[config.mk]
export PLATFORM = sky130hd
export DESIGN_NAME = timer_compare_unit
export DESIGN_NICKNAME = d
export VERILOG_FILES = /design/src/rtl/oc_pkg.sv /design/src/rtl/oc_ctrl.sv /design/src/rtl/oc_datapath.sv /design/src/rtl/timer_compare_unit.sv
export SDC_FILE = /design/constraint.sdc
export NUM_CORES = 1
export LEC_CHECK = 0
export BUFFER_PORTS_ARGS = -buffer_cell sky130_fd_sc_hd__buf_2
export CAP_MARGIN = 15
export CORE_MARGIN = 4
export CORE_UTILIZATION = 35
export DETAILED_ROUTE_END_ITERATION = 8
export SLEW_MARGIN = 20
export SYNTH_ARGS = -nofsm -noshare
export SYNTH_HDL_FRONTEND = slang
export SYNTH_HIERARCHICAL = 1
export SYNTH_SLANG_ARGS = --single-unit
[constraint.sdc]
create_clock -name clk -period 4.72 [get_ports clk]
set_clock_uncertainty 0.15 [all_clocks]
set_input_delay 1.416 -clock clk [delete_from_list [all_inputs] [get_ports clk]]
set_output_delay 1.416 -clock clk [all_outputs]
set_load 0.01 [all_outputs]
[src/rtl/oc_pkg.sv]
package oc_pkg;

  typedef enum logic [1:0] {
    MODE_NORMAL = 2'b00,
    MODE_CLRCMP = 2'b01,
    MODE_FAST   = 2'b10,
    MODE_PHASE  = 2'b11
  } waveMode_e;

  typedef enum logic [1:0] {
    ACT_NONE = 2'b00,
    ACT_TGL  = 2'b01,
    ACT_CLR  = 2'b10,
    ACT_SET  = 2'b11
  } outAct_e;

  typedef struct packed {
    logic wrActive;
    logic wrBuffer;
    logic pullBuffer;
    logic setFlag;
    logic clrFlag;
    logic setWave;
    logic clrWave;
    logic tglWave;
  } ocStrobe_t;

endpackage

[src/rtl/oc_ctrl.sv]
module oc_ctrl
  import oc_pkg::*;
(
  input  logic       clk,
  input  logic       rstN,
  input  logic       tickEn,
  input  logic       cntDown,
  input  logic       atTop,
  input  logic       atBottom,
  input  logic [1:0] modeSel,
  input  logic [1:0] outMode,
  input  logic       cmpWrEn,
  input  logic       cntWrEn,
  input  logic       forceStb,
  input  logic       flagClr,
  input  logic       cmpEq,
  output ocStrobe_t  strobes
);

  waveMode_e mode;
  outAct_e   act;
  logic      isPwm;
  logic      blockFlag;
  logic      blockNow;
  logic      hit;
  logic      forceHit;
  logic      pwmEdge;

  assign mode     = waveMode_e'(modeSel);
  assign act      = outAct_e'(outMode);
  assign isPwm    = modeSel[1];
  assign blockNow = blockFlag | cntWrEn;
  assign hit      = tickEn & cmpEq & ~blockNow;
  assign forceHit = forceStb & ~isPwm;
  assign pwmEdge  = (mode == MODE_FAST) ? atBottom : atTop;

  // The block is consumed by the first tick; a tick in the write cycle itself counts.
  always_ff @(posedge clk) begin
    if (!rstN)        blockFlag <= 1'b0;
    else if (cntWrEn) blockFlag <= ~tickEn;
    else if (tickEn)  blockFlag <= 1'b0;
  end

  always_comb begin
    strobes            = '0;
    strobes.wrBuffer   = cmpWrEn;
    strobes.wrActive   = cmpWrEn & ~isPwm;
    strobes.pullBuffer = isPwm & tickEn & pwmEdge;
    strobes.setFlag    = hit;
    strobes.clrFlag    = flagClr;
    unique case (mode)
      MODE_NORMAL, MODE_CLRCMP: begin
        if (hit | forceHit) begin
          strobes.tglWave = (act == ACT_TGL);
          strobes.clrWave = (act == ACT_CLR);
          strobes.setWave = (act == ACT_SET);
        end
      end
      MODE_FAST: begin
        if (hit) begin
          strobes.clrWave = (act == ACT_CLR);
          strobes.setWave = (act == ACT_SET);
        end else if (tickEn & atBottom) begin
          strobes.setWave = (act == ACT_CLR);
          strobes.clrWave = (act == ACT_SET);
        end
      end
      MODE_PHASE: begin
        if (hit) begin
          strobes.clrWave = ((act == ACT_CLR) & ~cntDown) | ((act == ACT_SET) & cntDown);
          strobes.setWave = ((act == ACT_SET) & ~cntDown) | ((act == ACT_CLR) & cntDown);
        end
      end
      default: ;
    endcase
  end

endmodule

[src/rtl/oc_datapath.sv]
module oc_datapath
  import oc_pkg::*;
#(
  parameter int W = 8
) (
  input  logic         clk,
  input  logic         rstN,
  input  ocStrobe_t    strobes,
  input  logic [W-1:0] cmpWrData,
  input  logic [W-1:0] cntVal,
  output logic         cmpEq,
  output logic [W-1:0] activeCmp,
  output logic         matchFlag,
  output logic         waveOut
);

  logic [W-1:0] bufCmp;

  always_ff @(posedge clk) begin
    if (!rstN)                 bufCmp <= '0;
    else if (strobes.wrBuffer) bufCmp <= cmpWrData;
  end

  always_ff @(posedge clk) begin
    if (!rstN)                   activeCmp <= '0;
    else if (strobes.wrActive)   activeCmp <= cmpWrData;
    else if (strobes.pullBuffer) activeCmp <= bufCmp;
  end

  assign cmpEq = (cntVal == activeCmp);

  always_ff @(posedge clk) begin
    if (!rstN)                matchFlag <= 1'b0;
    else if (strobes.setFlag) matchFlag <= 1'b1;
    else if (strobes.clrFlag) matchFlag <= 1'b0;
  end

  always_ff @(posedge clk) begin
    if (!rstN)                waveOut <= 1'b0;
    else if (strobes.setWave) waveOut <= 1'b1;
    else if (strobes.clrWave) waveOut <= 1'b0;
    else if (strobes.tglWave) waveOut <= ~waveOut;
  end

endmodule

[src/rtl/timer_compare_unit.sv]
module timer_compare_unit
  import oc_pkg::*;
#(
  parameter int W = 8
) (
  input  logic         clk,
  input  logic         rstN,
  input  logic         tickEn,
  input  logic [W-1:0] cntVal,
  input  logic         cntDown,
  input  logic         atTop,
  input  logic         atBottom,
  input  logic [1:0]   modeSel,
  input  logic [1:0]   outMode,
  input  logic         cmpWrEn,
  input  logic [W-1:0] cmpWrData,
  input  logic         cntWrEn,
  input  logic         forceStb,
  input  logic         flagClr,
  output logic         matchFlag,
  output logic         waveOut
);

  ocStrobe_t    strobes;
  logic         cmpEq;
  logic [W-1:0] activeCmp;

  oc_ctrl i_ctrl (
    .clk(clk), .rstN(rstN), .tickEn(tickEn), .cntDown(cntDown),
    .atTop(atTop), .atBottom(atBottom), .modeSel(modeSel), .outMode(outMode),
    .cmpWrEn(cmpWrEn), .cntWrEn(cntWrEn), .forceStb(forceStb),
    .flagClr(flagClr), .cmpEq(cmpEq), .strobes(strobes)
  );

  oc_datapath #(.W(W)) i_dp (
    .clk(clk), .rstN(rstN), .strobes(strobes), .cmpWrData(cmpWrData),
    .cntVal(cntVal), .cmpEq(cmpEq), .activeCmp(activeCmp),
    .matchFlag(matchFlag), .waveOut(waveOut)
  );

endmodule

==> metrics.md <==
| Metric | Value |
|---|---|
| First-pass GRT wire length | `roughly 3600 um` |
| Syn Area/Cell | `9.57 um2` |
| Final nets | `~170` |
| Vias in the first global route | `between 800 and 900` |
| Logic pwr share | `18.4%` |
| Distinct cells, synth | `28` |
| RSZ-0062 raised after global routing | `false` |
| Sequential Power Share | `56.5%` |
| Yosys warns | `6` |
| Reg clk slew, reported paths | `~0.10 ns` |
| Layout cells sized above 1 | `roughly 30%` |
| # hold bufs at CTS | `0` |
| Flops & latches, synth | `19` |
| NetSw | `around 79 uW` |
| Seq/Total Area, Yosys | `approximately 36%` |
| LEAKAGE | `0.486 nW` |
| Status | `finished clean` |
| Starting density of the core | `a little under two fifths` |
| Final setup fails | `0` |
| Post-Syn Instances | `around 110` |
| Layout area overhead | `14.6%` |
| Worst hold slack | `0.354 ns` |
| Via density | `5.03` |
| DP Area | `~1200 um2` |
| GR Overflow Total | `0` |
| Die X | `62.6 um` |
| Clk root buf | `clkbuf_4` |
| Worst-path maximum fanout | `7` |
| Setup TNS | `0 ns` |
| Final period utilization | `63.5%` |
| Multi-input gate area | `about 600 um2` |
| Commonest cells after routing, fill and taps aside | `buf_2, dfxtp_1, mux2i_1, nor2b_1, xnor2_1` |
| Crit path kind | `input port to register` |
| Initial antenna violation count | `0` |
| # DRC | `0` |
| Global placer's final weighted congestion | `0.896` |
| Clk Latency, worst-skew pair | `between 0.2 and 0.3 ns` |
| Hold WC Path Type | `register to register` |
| Max Cap Viol | `0` |
| Clock group share of total power | `between 20% and 30%` |
| CTS tree | `yes` |
| H-Tree Level Count | `1` |
| Int Pwr | `approximately 230 uW` |
| CTS-repair resized insts | `0` |
| Crit path capture type | `register` |
| CP Launch Type | `input port` |
| Core area | `roughly 2800 um2` |
| TritonCTS Buffers | `3` |
| PnR Total Power | `a little over 300 uW` |
| Commonest non-fill, non-tap cell in the layout | `buf_2` |
| # clock sinks | `19` |
| Std-Cell Rows | `19` |
| All-Layer GR Usage | `11.3%` |
| Register-to-register setup slack | `~2.6 ns` |
| Full die area | `between 3000 and 4000 um2` |
| IO Count | `32` |
| Max-slew violations | `0` |
| Pin count of the biggest net entering global routing | `20` |
| CP required | `approximately 4.8 ns` |
| Pwr/cell area | `261 nW/um2` |
| Clock Tree Buf Depth | `2` |
| Diodes inserted | `0` |
| Worst slew pin tran | `~0.93 ns` |
| Cell area after synthesis | `roughly 1000 um2` |
| Post-CTS Setup Bufs | `0` |
| Post-Route WL | `2130 um` |
| Wirelength per Cell | `around 13 um` |
| Final hold violations | `0` |
| Starting DRT DRC Count | `17` |
| Reg area | `between 300 and 400 um2` |
| Final Critical Period | `3.00 ns` |
| PortBufs | `31` |
| Via count | `840` |
| Die Y-Extent | `between 60 and 70 um` |
| Sw Ratio | `about 25%` |
| Relative max-transition margin | `approximately 38%` |
| F_max | `roughly 0.33 GHz` |
| VDD IR-drop max | `roughly 0.00011 V` |
| ANT nets after route | `0` |
| # fillers | `around 280` |
| Cell area after layout | `~1200 um2` |
| DP Wirelength | `approximately 1700 um` |
| Post-layout util | `between 40 and 50%` |
| Critical Path AT | `approximately 3.0 ns` |
| Syn Nets | `between 100 and 150` |
| Pre-antenna DRT Iters | `4` |
[critical path, stage by stage]
cell      delay (ns)
buf_2           0.10
xnor2_1         0.13
nand4_1         0.13
nor2_1          0.12
and4bb_1        0.35
nor2_1          0.10
nor4b_1         0.32
xnor2_1         0.16
nor2_1          0.05
o21a_1          0.15
[sequential cells by signal, indices dropped and copies added (netlist names)]
| name | count |
|---|---|
| i_dp/activeCmp | 8 |
| i_dp/bufCmp | 8 |
| i_ctrl/blockFlag | 1 |
| i_dp/matchFlag | 1 |
| i_dp/waveOut | 1 |
[cell type report]
cell class,instances,area share [%]
multi-input combinational,81,49.5
sequential,19,31.8
timing repair buffer,31,13.0
tap,31,3.24
clock buffer,4,2.20
inverter,1,0.314
[layer usage]
| metal | global-route usage [%] | share of wire, % |
|---|---|---|
| met1 | 12.4 | 44 |
| met2 | 20.2 | 49 |
| met3 | 3.06 | 6.7 |
| met4 | 4.96 | 0.98 |
| met5 | 0 | 0 |
[cells in the mapped netlist, drive strengths merged]
| cell type | number | area share [%] |
|---|---|---|
| a21oi | 8 | 3.8 |
| and2 | 1 | 0.72 |
| and2b | 1 | 0.72 |
| and4bb | 1 | 1.2 |
| buf | 8 | 6.5 |
| dfxtp | 19 | 36 |
| inv | 1 | 0.36 |
| mux2i | 18 | 17 |
| nand2 | 4 | 1.7 |
| nand3 | 2 | 0.96 |
| nand4 | 3 | 1.8 |
| nor2 | 5 | 1.8 |
| nor2b | 10 | 6.0 |
| nor3 | 1 | 0.48 |
| nor3b | 1 | 0.72 |
| nor4b | 1 | 0.84 |
| o211ai | 2 | 1.9 |
| o21a | 2 | 1.4 |
| o21ai | 8 | 4.2 |
| o221ai | 1 | 1.4 |
| o22a | 1 | 0.84 |
| or2 | 1 | 0.60 |
| or2b | 1 | 0.72 |
| xnor2 | 9 | 7.6 |
[worst paths after layout]
| path | to | startpoint | cells past startpoint |
|---|---|---|---|
| worst max-delay path | i_dp/waveOut | cntVal[4] | 10 |
| worst min-delay path | i_ctrl/blockFlag | i_ctrl/blockFlag | 2 |
| worst max register to register | i_dp/waveOut | i_dp/activeCmp[2] | 9 |
| worst min register to register | i_ctrl/blockFlag | i_ctrl/blockFlag | 2 |
[through the flow]
step,std cells,setup WS (ns)
finish,167,1.72
floorplan,109,1.73
detailed placement,163,1.40
CTS,167,1.71
global placement,163,1.44
global route,167,1.58
[power groups by stage]
stage | registers, mW | clock network, mW | logic [mW]
final | 0.176 | 0.0781 | 0.0574
after global routing | 0.178 | 0.0921 | 0.0640
after CTS | 0.176 | 0.0821 | 0.0582
after detailed placement | 0.180 | 0 | 0.0579
after global placement | 0.180 | 0 | 0.0561
after floorplan | 0.179 | 0 | 0.0385
[cells by family after synthesis]
kind of cell / after synthesis / share of synthesized area [%]
xor gates and xnor gates: 9 / 7.55
muxes: 18 / 17.3
buffers and inverters: 9 / 6.83
DFF: 19 / 36.5
and+or+nand+nor: 32 / 18.2
AOI/OAI and AO/OA: 22 / 13.7
No activity file was read; power rests on OpenSTA's default activity.
